## src/rtl/twsm_pkg.sv

```systemverilog
package twsm_pkg;

  localparam int ADDR_W = 6;

  typedef enum logic [2:0] {
    ST_IDLE,
    ST_LEAD,
    ST_LOW,
    ST_HIGH,
    ST_TRAIL
  } twsmState_t;

  // strobes from the control FSM to the datapath
  typedef struct packed {
    logic run;       // divider counting
    logic accept;    // request taken this cycle
    logic shiftTx;   // next bit of the current byte
    logic loadNext;  // next write byte into the shifter
    logic sampleRx;  // capture data line
    logic pushRd;    // hand received byte to host
  } twsmStrobe_t;

  function automatic logic [7:0] cmdByte(input logic [ADDR_W-1:0] addr, input logic isRead);
    return {1'b1, addr, isRead};
  endfunction

endpackage

```

## src/rtl/twsm_ctrl.sv

```systemverilog
module twsm_ctrl
  import twsm_pkg::*;
#(
  parameter int MAX_BYTES = 8,
  parameter int LEN_W     = $clog2(MAX_BYTES + 1)
) (
  input  logic             clk,
  input  logic             rstN,
  input  logic             reqValid,
  input  logic             reqRead,
  input  logic [LEN_W-1:0] reqLen,
  input  logic             tick,
  input  logic             rdValid,
  output twsmStrobe_t      strb,
  output logic             busy,
  output logic             ce,
  output logic             sclk,
  output logic             sdaOe
);

  twsmState_t       state;
  logic             phase;
  logic [2:0]       bitIdx;
  logic [LEN_W-1:0] bytesLeft;
  logic             inCmd;
  logic             isRead;

  logic lenOk, acceptNow, readData, lastBit, stall;

  assign lenOk     = (reqLen != '0) && (reqLen <= LEN_W'(MAX_BYTES));
  assign acceptNow = (state == ST_IDLE) && reqValid && lenOk;
  assign readData  = isRead && !inCmd;
  assign lastBit   = (bitIdx == 3'd7);
  assign stall     = lastBit && readData && rdValid;
  assign busy      = (state != ST_IDLE);

  always_comb begin
    strb        = '0;
    strb.run    = (state != ST_IDLE);
    strb.accept = acceptNow;
    if (state == ST_LOW && tick)
      strb.sampleRx = readData;
    if (state == ST_HIGH && tick && !stall) begin
      if (!lastBit) begin
        strb.shiftTx = 1'b1;
      end else begin
        strb.pushRd   = readData;
        strb.loadNext = !isRead && (inCmd || bytesLeft != '0);
      end
    end
  end

  always_ff @(posedge clk) begin
    if (!rstN) begin
      state     <= ST_IDLE;
      phase     <= 1'b0;
      bitIdx    <= '0;
      bytesLeft <= '0;
      inCmd     <= 1'b0;
      isRead    <= 1'b0;
      ce        <= 1'b0;
      sclk      <= 1'b0;
      sdaOe     <= 1'b0;
    end else begin
      case (state)
        ST_IDLE: if (acceptNow) begin
          state     <= ST_LEAD;
          ce        <= 1'b1;
          sdaOe     <= 1'b1;
          phase     <= 1'b0;
          bitIdx    <= '0;
          inCmd     <= 1'b1;
          isRead    <= reqRead;
          bytesLeft <= reqLen;
        end
        ST_LEAD: if (tick) begin
          if (phase) begin
            state <= ST_HIGH;
            sclk  <= 1'b1;
          end else begin
            phase <= 1'b1;
          end
        end
        ST_LOW: if (tick) begin
          state <= ST_HIGH;
          sclk  <= 1'b1;
        end
        ST_HIGH: if (tick && !stall) begin
          sclk <= 1'b0;
          if (!lastBit) begin
            bitIdx <= bitIdx + 3'd1;
            state  <= ST_LOW;
          end else begin
            bitIdx <= '0;
            if (inCmd) begin
              inCmd     <= 1'b0;
              bytesLeft <= bytesLeft - 1'b1;
              if (isRead) sdaOe <= 1'b0;
              state <= ST_LOW;
            end else if (bytesLeft == '0) begin
              state <= ST_TRAIL;
              sdaOe <= 1'b0;
              phase <= 1'b0;
            end else begin
              bytesLeft <= bytesLeft - 1'b1;
              state     <= ST_LOW;
            end
          end
        end
        ST_TRAIL: if (tick) begin
          if (!phase) begin
            phase <= 1'b1;
          end else if (!rdValid) begin
            state <= ST_IDLE;
            ce    <= 1'b0;
          end
        end
        default: state <= ST_IDLE;
      endcase
    end
  end

  assert_sclk_idle_R4: assert property (@(posedge clk) disable iff (!rstN)
    !ce |-> !sclk) else $error("sclk high outside enable window");

  assert_busy_window_R9: assert property (@(posedge clk) disable iff (!rstN)
    busy == ce) else $error("busy and enable disagree");

  assert_released_R6: assert property (@(posedge clk) disable iff (!rstN)
    (busy && readData) |-> !sdaOe) else $error("line driven during read data");

  assert_no_overwrite_R11: assert property (@(posedge clk) disable iff (!rstN)
    strb.pushRd |-> !rdValid) else $error("read byte pushed over pending byte");

endmodule

```

## src/rtl/twsm_datapath.sv

```systemverilog
module twsm_datapath
  import twsm_pkg::*;
#(
  parameter int MAX_BYTES = 8,
  parameter int DIV_W     = 8
) (
  input  logic                   clk,
  input  logic                   rstN,
  input  twsmStrobe_t            strb,
  input  logic [DIV_W-1:0]       divHalf,
  input  logic [ADDR_W-1:0]      reqAddr,
  input  logic                   reqRead,
  input  logic [8*MAX_BYTES-1:0] reqWdata,
  input  logic                   sdaIn,
  input  logic                   rdReady,
  output logic                   tick,
  output logic                   sdaOut,
  output logic                   rdValid,
  output logic [7:0]             rdData
);

  localparam int WBUF_W = 8 * MAX_BYTES;

  logic [DIV_W-1:0]  divCnt, divLat;
  logic [7:0]        txShift, rxShift;
  logic [WBUF_W-1:0] wBuf;

  assign tick   = strb.run && (divCnt == divLat);
  assign sdaOut = txShift[0];

  always_ff @(posedge clk) begin
    if (!rstN) begin
      divCnt  <= '0;
      divLat  <= '0;
      txShift <= '0;
      rxShift <= '0;
      wBuf    <= '0;
      rdData  <= '0;
      rdValid <= 1'b0;
    end else begin
      if (strb.accept) divLat <= divHalf;
      if (!strb.run || tick) divCnt <= '0;
      else                   divCnt <= divCnt + 1'b1;

      if (strb.accept) begin
        txShift <= cmdByte(reqAddr, reqRead);
        wBuf    <= reqWdata;
      end else if (strb.loadNext) begin
        txShift <= wBuf[7:0];
        wBuf    <= wBuf >> 8;
      end else if (strb.shiftTx) begin
        txShift <= {1'b0, txShift[7:1]};
      end

      if (strb.sampleRx) rxShift <= {sdaIn, rxShift[7:1]};

      if (strb.pushRd) begin
        rdData  <= rxShift;
        rdValid <= 1'b1;
      end else if (rdValid && rdReady) begin
        rdValid <= 1'b0;
      end
    end
  end

  assert_rd_hold_R7: assert property (@(posedge clk) disable iff (!rstN)
    (rdValid && !rdReady) |=> (rdValid && $stable(rdData)))
    else $error("read byte dropped before handshake");

endmodule

```

## src/rtl/tw_serial_master.sv

```systemverilog
module tw_serial_master
  import twsm_pkg::*;
#(
  parameter int MAX_BYTES = 8,
  parameter int DIV_W     = 8,
  parameter int LEN_W     = $clog2(MAX_BYTES + 1)
) (
  input  logic                   clk,
  input  logic                   rstN,
  input  logic [DIV_W-1:0]       divHalf,
  input  logic                   reqValid,
  input  logic                   reqRead,
  input  logic [5:0]             reqAddr,
  input  logic [LEN_W-1:0]       reqLen,
  input  logic [8*MAX_BYTES-1:0] reqWdata,
  output logic                   busy,
  output logic                   rdValid,
  output logic [7:0]             rdData,
  input  logic                   rdReady,
  output logic                   ce,
  output logic                   sclk,
  output logic                   sdaOut,
  output logic                   sdaOe,
  input  logic                   sdaIn
);

  twsmStrobe_t strb;
  logic        tick;

  twsm_ctrl #(.MAX_BYTES(MAX_BYTES), .LEN_W(LEN_W)) ctrl_i (
    .clk(clk), .rstN(rstN), .reqValid(reqValid), .reqRead(reqRead),
    .reqLen(reqLen), .tick(tick), .rdValid(rdValid), .strb(strb),
    .busy(busy), .ce(ce), .sclk(sclk), .sdaOe(sdaOe)
  );

  twsm_datapath #(.MAX_BYTES(MAX_BYTES), .DIV_W(DIV_W)) dpath_i (
    .clk(clk), .rstN(rstN), .strb(strb), .divHalf(divHalf),
    .reqAddr(reqAddr), .reqRead(reqRead), .reqWdata(reqWdata),
    .sdaIn(sdaIn), .rdReady(rdReady), .tick(tick), .sdaOut(sdaOut),
    .rdValid(rdValid), .rdData(rdData)
  );

  assert_dout_stable_R4: assert property (@(posedge clk) disable iff (!rstN)
    (ce && sclk) |-> $stable(sdaOut)) else $error("data changed while clock high");

  assert_accept_idle_R9: assert property (@(posedge clk) disable iff (!rstN)
    $rose(ce) |-> $past(!busy && reqValid)) else $error("enable rose without idle request");

endmodule

```

## config.mk

```make
export PLATFORM = sky130hd
export DESIGN_NAME = tw_serial_master
export DESIGN_NICKNAME = d
export VERILOG_FILES = /design/src/rtl/twsm_pkg.sv /design/src/rtl/twsm_ctrl.sv /design/src/rtl/twsm_datapath.sv /design/src/rtl/tw_serial_master.sv
export SDC_FILE = /design/constraint.sdc
export NUM_CORES = 1
export LEC_CHECK = 0
export ABC_AREA = 1
export BUFFER_PORTS_ARGS = -buffer_cell sky130_fd_sc_hd__clkbuf_2
export CAP_MARGIN = 10
export CORE_ASPECT_RATIO = 0.7
export CORE_MARGIN = 3
export CORE_UTILIZATION = 60
export CTS_BUF_LIST = sky130_fd_sc_hd__clkbuf_8 sky130_fd_sc_hd__clkbuf_16
export DETAILED_ROUTE_END_ITERATION = 8
export PLACE_DENSITY_LB_ADDON = 0.08
export SLEW_MARGIN = 20
export SYNTH_ARGS = -nofsm -noshare
export SYNTH_HDL_FRONTEND = slang
export SYNTH_SLANG_ARGS = --single-unit
```

## constraint.sdc

```tcl
create_clock -name clk -period 5.25 [get_ports clk]
set_input_delay 0.2625 -clock clk [delete_from_list [all_inputs] [get_ports clk]]
set_output_delay 0.2625 -clock clk [all_outputs]
set_load 0.01 [all_outputs]
```

==> impl_metrics.toml, run 1 <==
[yosys]
syn_area_um2 = 5877
synth_seq_cells = 121
yosys.cell_types.count = 29
syn_area_per_cell_um2 = 6.423
yosys_warnings = 0
syn-num-nets = 1008
synthCells = 915
synth_seq_area_share = 0.4122

[detailed_routing]
drtPass1Iterations = 5
viasPerCell = 5.110
wire_per_inst_um = 12.24
drt-total-wl_mm = 13.83
vias = 5774
drtIter0Drc = 625
drc = 0
postRouteAntennaNets = 0

[cts]
worst_skew_pair.late_latency_ns = 0.41
h-tree-depth = 4
cts_tree = "done"
cts_resized = 0
post_cts_buffers = 0
clk_path_buf_depth = 2
cts-buffers-inserted = 17
cts-root-buf = "clkbuf_16"
cts_hold_buf = 0
cts_sinks = 121
cts.clk_slew.worst_paths_ns = 0.05

[global_route]
grt_pass1_wl_mm = 22.87
grtUsageTotal = 0.2504
grt_pass1_vias = 4943
antenna_found_initial = 0
grt_max_degree = 90
grt-ovfl-total = 0

[status]
outcome = "finished clean"

[floorplan]
core_um2 = 9289
die_w_um = 124.3
start_util = 0.6327
pin_count = 102
dieArea_um2 = 11040
die_h_um = 88.81
row_count = 29

[sta]
tns_ns = 0
drv_slew = 0
setup_viol = 0
max_freq_mhz = 267.4
whs_ns = 0.08996
period_needed_ns = 3.740
finalCritPeriodShare = 0.7123
skew_ns = 0.009071
worst_pin_slew_ns = 0.9347
rsz0062_at_grt = "false"
max_slew_margin = 0.3769
hold_viol = 0

[power_and_ir_drop]
ir_worst_vdd_uv = 329.4
powerDensity_nw_per_um2 = 455.8
p_leak_nw = 3.210

[finish]
fin_nets = 1086
areaGrowthSynthToFinish_pct = 18.88
fillers = 781
drive_above_1_share = 0.1551
diodes = 0

[critical_path]
rrSetupSlack_ns = 1.51
critical_path.endpoint = "dpath_i.txShift[2]$_SDFFE_PN0P_"
start_kind = "flip-flop"
rr_worst_depth = 10
cp_max_fo = 70
critPathCaptureType = "flip-flop"
regToRegEndpoint = "dpath_i.txShift[2]$_SDFFE_PN0P_"
crit_type = "reg -> reg"
crit_arrival_ns = 4.07
r2r-start = "ctrl_i.state[1]$_SDFFE_PN0P_"
required_ns = 5.58
setup.worst_path.start = "ctrl_i.state[1]$_SDFFE_PN0P_"

[hold_path]
min_path_type = "in -> reg"

[place]
routabilityCongestion = 0.9765
dpl.hpwl_mm = 8.749
port_buffers = 101

[flow_run]
max-cap-violations = 0
synth_stat cells, drive strengths merged:
cell type  number  area, µm²
nor3b           3      22.52
a31oi           3      18.77
nand3          27      135.1
nand4          10      77.57
nor4            1      6.260
nor3            7      35.03
xnor2           2      17.52
clkbuf         23      86.33
nand2         404       1526
ha              5      62.56
or2             1      6.260
a21oi         107      535.5
o211ai          1      7.510
dfxtp         121       2422
nor2           61      259.0
o21a            1      7.510
o21ai          39      195.2
inv            75      281.5
xor2            2      17.52
buf            22      156.4
per-stage QoR:
step / util / instances / total power (W) / setup WS [ns] / cell area [µm²]
6_report: 0.7522 / 1130 / 0.003185 / 1.510 / 6987
2_1_floorplan: - / 915 / 0.001727 / 3.352 / 5877
5_1_grt: 0.7522 / 1130 / 0.003367 / 1.046 / 6987
3_5_place_dp: 0.6806 / 1098 / 0.001896 / 2.017 / 6322
3_3_place_gp: 0.6806 / 1098 / 0.001892 / 2.090 / 6322
4_1_cts: 0.7520 / 1130 / 0.003186 / 1.921 / 6985
state kept, by name, summed over array words and instances (netlist names):
signal / count
ctrl_i.phase: 1
ctrl_i.sdaOe: 1
ctrl_i.isRead: 1
ctrl_i.state: 3
dpath_i.divCnt: 8
ctrl_i.bytesLeft: 4
dpath_i.divLat: 8
dpath_i.rxShift: 8
ctrl_i.ce: 1
ctrl_i.inCmd: 1
ctrl_i.sclk: 1
ctrl_i.bitIdx: 3
dpath_i.rdValid: 1
dpath_i.txShift: 8
dpath_i.wBuf: 64
dpath_i.rdData: 8
report_power, final:
| group | switching, W | leakage, nW | total (W) | internal [W] |
|---|---|---|---|---|
| clock | 0.000408 | 0.323 | 0.00129 | 0.000878 |
| sequential | 0.0000583 | 0.981 | 0.00107 | 0.00101 |
| combinational | 0.000567 | 1.91 | 0.000828 | 0.000261 |
layout by cell type (no fill, tap or decap), drive strengths merged, types with 7 or more instances in the layout:
master    n
a21oi   107
nand2   404
o21ai    39
nand3    27
inv      75
dfxtp   121
nor3      7
clkbuf  121
nor2     61
nand4    10
layer usage:
| metal | global-route usage | up-vias | share of wire |
|---|---|---|---|
| met3 | 0.05971 | 12 | 0.057 |
| met4 | 0.07562 | 0 | 0.0074 |
| met2 | 0.3652 | 163 | 0.43 |
| met1 | 0.3686 | 2568 | 0.51 |
| met5 | 0 | - | 0 |
| li1 | - | 3031 | - |
area by class of cell:
class | count | area (µm²) | share of cell area
multi-input combinational | 674 | 2935 | 0.4201
sequential | 121 | 2422 | 0.3467
timing repair buffer | 104 | 528.0 | 0.07557
clock inverter | 12 | 196.4 | 0.02812
inverter | 75 | 282.8 | 0.04047
clock buffer | 20 | 466.7 | 0.06680
tap | 124 | 155.1 | 0.02221
worst min path at each step:
stage	slack (ns)	depth (start not counted)	start	end
after global placement	0.45	2	ctrl_i.sclk$_SDFFE_PN0P_	ctrl_i.sclk$_SDFFE_PN0P_
after detailed placement	0.45	2	dpath_i.wBuf[28]$_SDFFE_PN0P_	dpath_i.wBuf[28]$_SDFFE_PN0P_
after floorplan	0.41	2	reqWdata[56]	dpath_i.wBuf[56]$_SDFFE_PN0P_
final	0.09	3	reqWdata[60]	dpath_i.wBuf[60]$_SDFFE_PN0P_
after CTS	0.08	3	reqWdata[57]	dpath_i.wBuf[57]$_SDFFE_PN0P_
after global routing	0.09	3	reqWdata[57]	dpath_i.wBuf[57]$_SDFFE_PN0P_
logic make-up (layout without fill, tap and decap cells):
kind of cell / Yosys count / count (layout) / synth area share
xor gates and xnor gates: 4 / 4 / 0.005962
adders and majority gates: 5 / 5 / 0.01065
buffers and inverters: 120 / 211 / 0.08921
DFF: 121 / 121 / 0.4122
AOI/OAI and AO/OA: 151 / 151 / 0.1301
and+or+nand+nor: 514 / 514 / 0.3519
critical path, stage by stage (launching register included):
cell,delay [ns]
dfxtp_1,0.41
nand2_2,0.10
nor2_2,0.43
nand2_1,0.13
nor2_2,0.40
nand4_4,0.22
nand2_4,0.49
clkinv_2,0.90
nand3_1,0.28
nand2_1,0.08
a21oi_1,0.15
No activity file was read; power rests on OpenSTA's default activity.
==> inputs of run 2 (changes only) <==
--- a/config.mk
+++ b/config.mk
@@ -10,7 +10,7 @@
 export CAP_MARGIN = 10
 export CORE_ASPECT_RATIO = 0.7
 export CORE_MARGIN = 3
-export CORE_UTILIZATION = 60
+export CORE_UTILIZATION = 51
 export CTS_BUF_LIST = sky130_fd_sc_hd__clkbuf_8 sky130_fd_sc_hd__clkbuf_16
 export DETAILED_ROUTE_END_ITERATION = 8
 export PLACE_DENSITY_LB_ADDON = 0.08
==> constraint.sdc (replaced) <==
create_clock -name clk -period 3.4 [get_ports clk]
set_input_delay 0.17 -clock clk [delete_from_list [all_inputs] [get_ports clk]]
set_output_delay 0.17 -clock clk [all_outputs]
set_load 0.01 [all_outputs]
==> impl_metrics.toml, run 2 (synthesized netlist as in run 1, its figures left out) <==
[global_route]
grt_pass1_vias = 5011
grt-ovfl-total = 0
grt_pass1_wl_mm = 23.12
grt_max_degree = 90
grtUsageTotal = 0.2180
antenna_found_initial = 0

[cts]
cts_resized = 0
cts.clk_slew.worst_paths_ns = 0.06
cts_sinks = 121
cts_tree = "done"
cts-root-buf = "clkbuf_16"
post_cts_buffers = 0
clk_path_buf_depth = 2
cts-buffers-inserted = 17
worst_skew_pair.late_latency_ns = 0.40
h-tree-depth = 4

[finish]
post-route-util = 0.6311
drive_above_1_share = 0.1594
areaGrowthSynthToFinish_pct = 19.52
diodes = 0
largest_register_ffs = 64
final_cell_mix = "402 x nand2_1, 121 x dfxtp_1, 107 x a21oi_1, 101 x clkbuf_2, 66 x inv_1"
top_register = "dpath_i.wBuf"
mostFrequentLayoutCell = "nand2_1"
fin_nets = 1096
final_cells = 1169
fin_area_um2 = 7024

[sta]
finalCritPeriodShare = 0.8562
max_slew_margin = 0.3811
rsz0062_at_grt = "false"
skew_ns = 0.008022
period_needed_ns = 2.911
setup_viol = 0
worst_slack_ns = 0.4889
max_freq_mhz = 343.5
tns_ns = 0
hold_viol = 0
drv_slew = 0
worst_pin_slew_ns = 0.9273

[place]
routabilityCongestion = 0.8981
placedCellCount = 1132
place_area_um2 = 6396
port_buffers = 101
dp_slack_ns = 0.7033
dpl.hpwl_mm = 9.060

[floorplan]
die_w_um = 134.3
start_util = 0.5280
die_h_um = 95.81
core_um2 = 11130
row_count = 32
pin_count = 102
dieArea_um2 = 12870

[detailed_routing]
wire_per_inst_um = 11.93
drtPass1Iterations = 5
postRouteAntennaNets = 0
viasPerCell = 4.784
drc = 0
vias = 5592
drt-total-wl_mm = 13.94
drtIter0Drc = 320

[power_and_ir_drop]
powerDensity_nw_per_um2 = 668.6
clkPwrFrac = 0.371
p_sw_frac = 0.3477
ir_worst_vdd_uv = 424.4
p_leak_nw = 3.201
internal-power_w = 0.003063
power_switching_w = 0.001633
sequentialPowerShare = 0.352
p_comb_frac = 0.276

[critical_path]
required_ns = 3.73
crit_type = "reg -> reg"
cp_max_fo = 70
start_kind = "flip-flop"
critPathCaptureType = "flip-flop"
rr_worst_depth = 11
crit_arrival_ns = 3.24
rrSetupSlack_ns = 0.49

[status]
outcome = "finished clean"

[hold_path]
min_path_cells = 3
min_path_type = "in -> reg"

[flow_run]
max-cap-violations = 0
==> run 2: cell types whose count changed in the layout (fill, tap and decap cells not counted), sizes merged, moves of 3 or more <==
cell	previous run	this run
bufinv	5	2
dlygate4sd3	0	5
buf	3	8
clkinvlp	2	6
clkbuf	121	118
==> run 2: per-stage QoR <==
step / hold WS (ns) / power [W]
2_1_floorplan: 0.3183 / 0.002667
3_3_place_gp: 0.4134 / 0.002957
3_5_place_dp: 0.4139 / 0.002960
4_1_cts: 0.00001643 / 0.004719
5_1_grt: 0.02300 / 0.004989
6_report: 0.01155 / 0.004696
==> run 2: critical path, stage by stage, from the launching register on <==
cell and delay [ns]:
dfxtp_1 0.43, nand2_2 0.10, nor2_2 0.09, buf_4 0.19, nand2_1 0.08, nor2_2 0.42, nand4_4 0.23, nand2_4 0.11
clkinv_2 0.71, nand3_1 0.27, nand2_1 0.08, a21oi_1 0.11
==> run 2: layout make-up <==
class / count / area, µm²
clock buffer: 17 / 425.4
tap: 153 / 191.4
timing repair buffer: 114 / 615.6
inverter: 75 / 282.8
multi-input combinational: 674 / 2935
clock inverter: 15 / 151.4
fill: 1107 / 4106
sequential: 121 / 2422
==> run 2: power by group through the flow <==
stage	Combinational, W	Sequential (W)	Clock [W]
after floorplan	0.000999	0.00167	0
after global placement	0.00127	0.00168	0
after detailed placement	0.00128	0.00168	0
after CTS	0.00130	0.00165	0.00177
after global routing	0.00149	0.00167	0.00183
final	0.00130	0.00165	0.00174
==> run 2: per-layer routing <==
| layer | global-route usage | up-vias | part of all wire |
|---|---|---|---|
| met4 | 0.05339 | 0 | 0.0067 |
| met5 | 0 | - | 0 |
| li1 | - | 3052 | - |
| met1 | 0.3214 | 2401 | 0.53 |
| met3 | 0.04232 | 10 | 0.049 |
| met2 | 0.3290 | 129 | 0.42 |
==> run 2: final timing paths <==
kind                           startpoint                              end
min reg2reg      ctrl_i.sclk$_SDFFE_PN0P_         ctrl_i.sclk$_SDFFE_PN0P_
max          ctrl_i.state[1]$_SDFFE_PN0P_  dpath_i.txShift[6]$_SDFFE_PN0P_
max reg2reg  ctrl_i.state[1]$_SDFFE_PN0P_  dpath_i.txShift[6]$_SDFFE_PN0P_
min                          reqWdata[63]    dpath_i.wBuf[63]$_SDFFE_PN0P_
==> run 2: timing repair <==
action,in CTS,in global routing
hold buffers,5,0
endpoints found under the setup margin,0,0
hold endpoints to repair,5,0
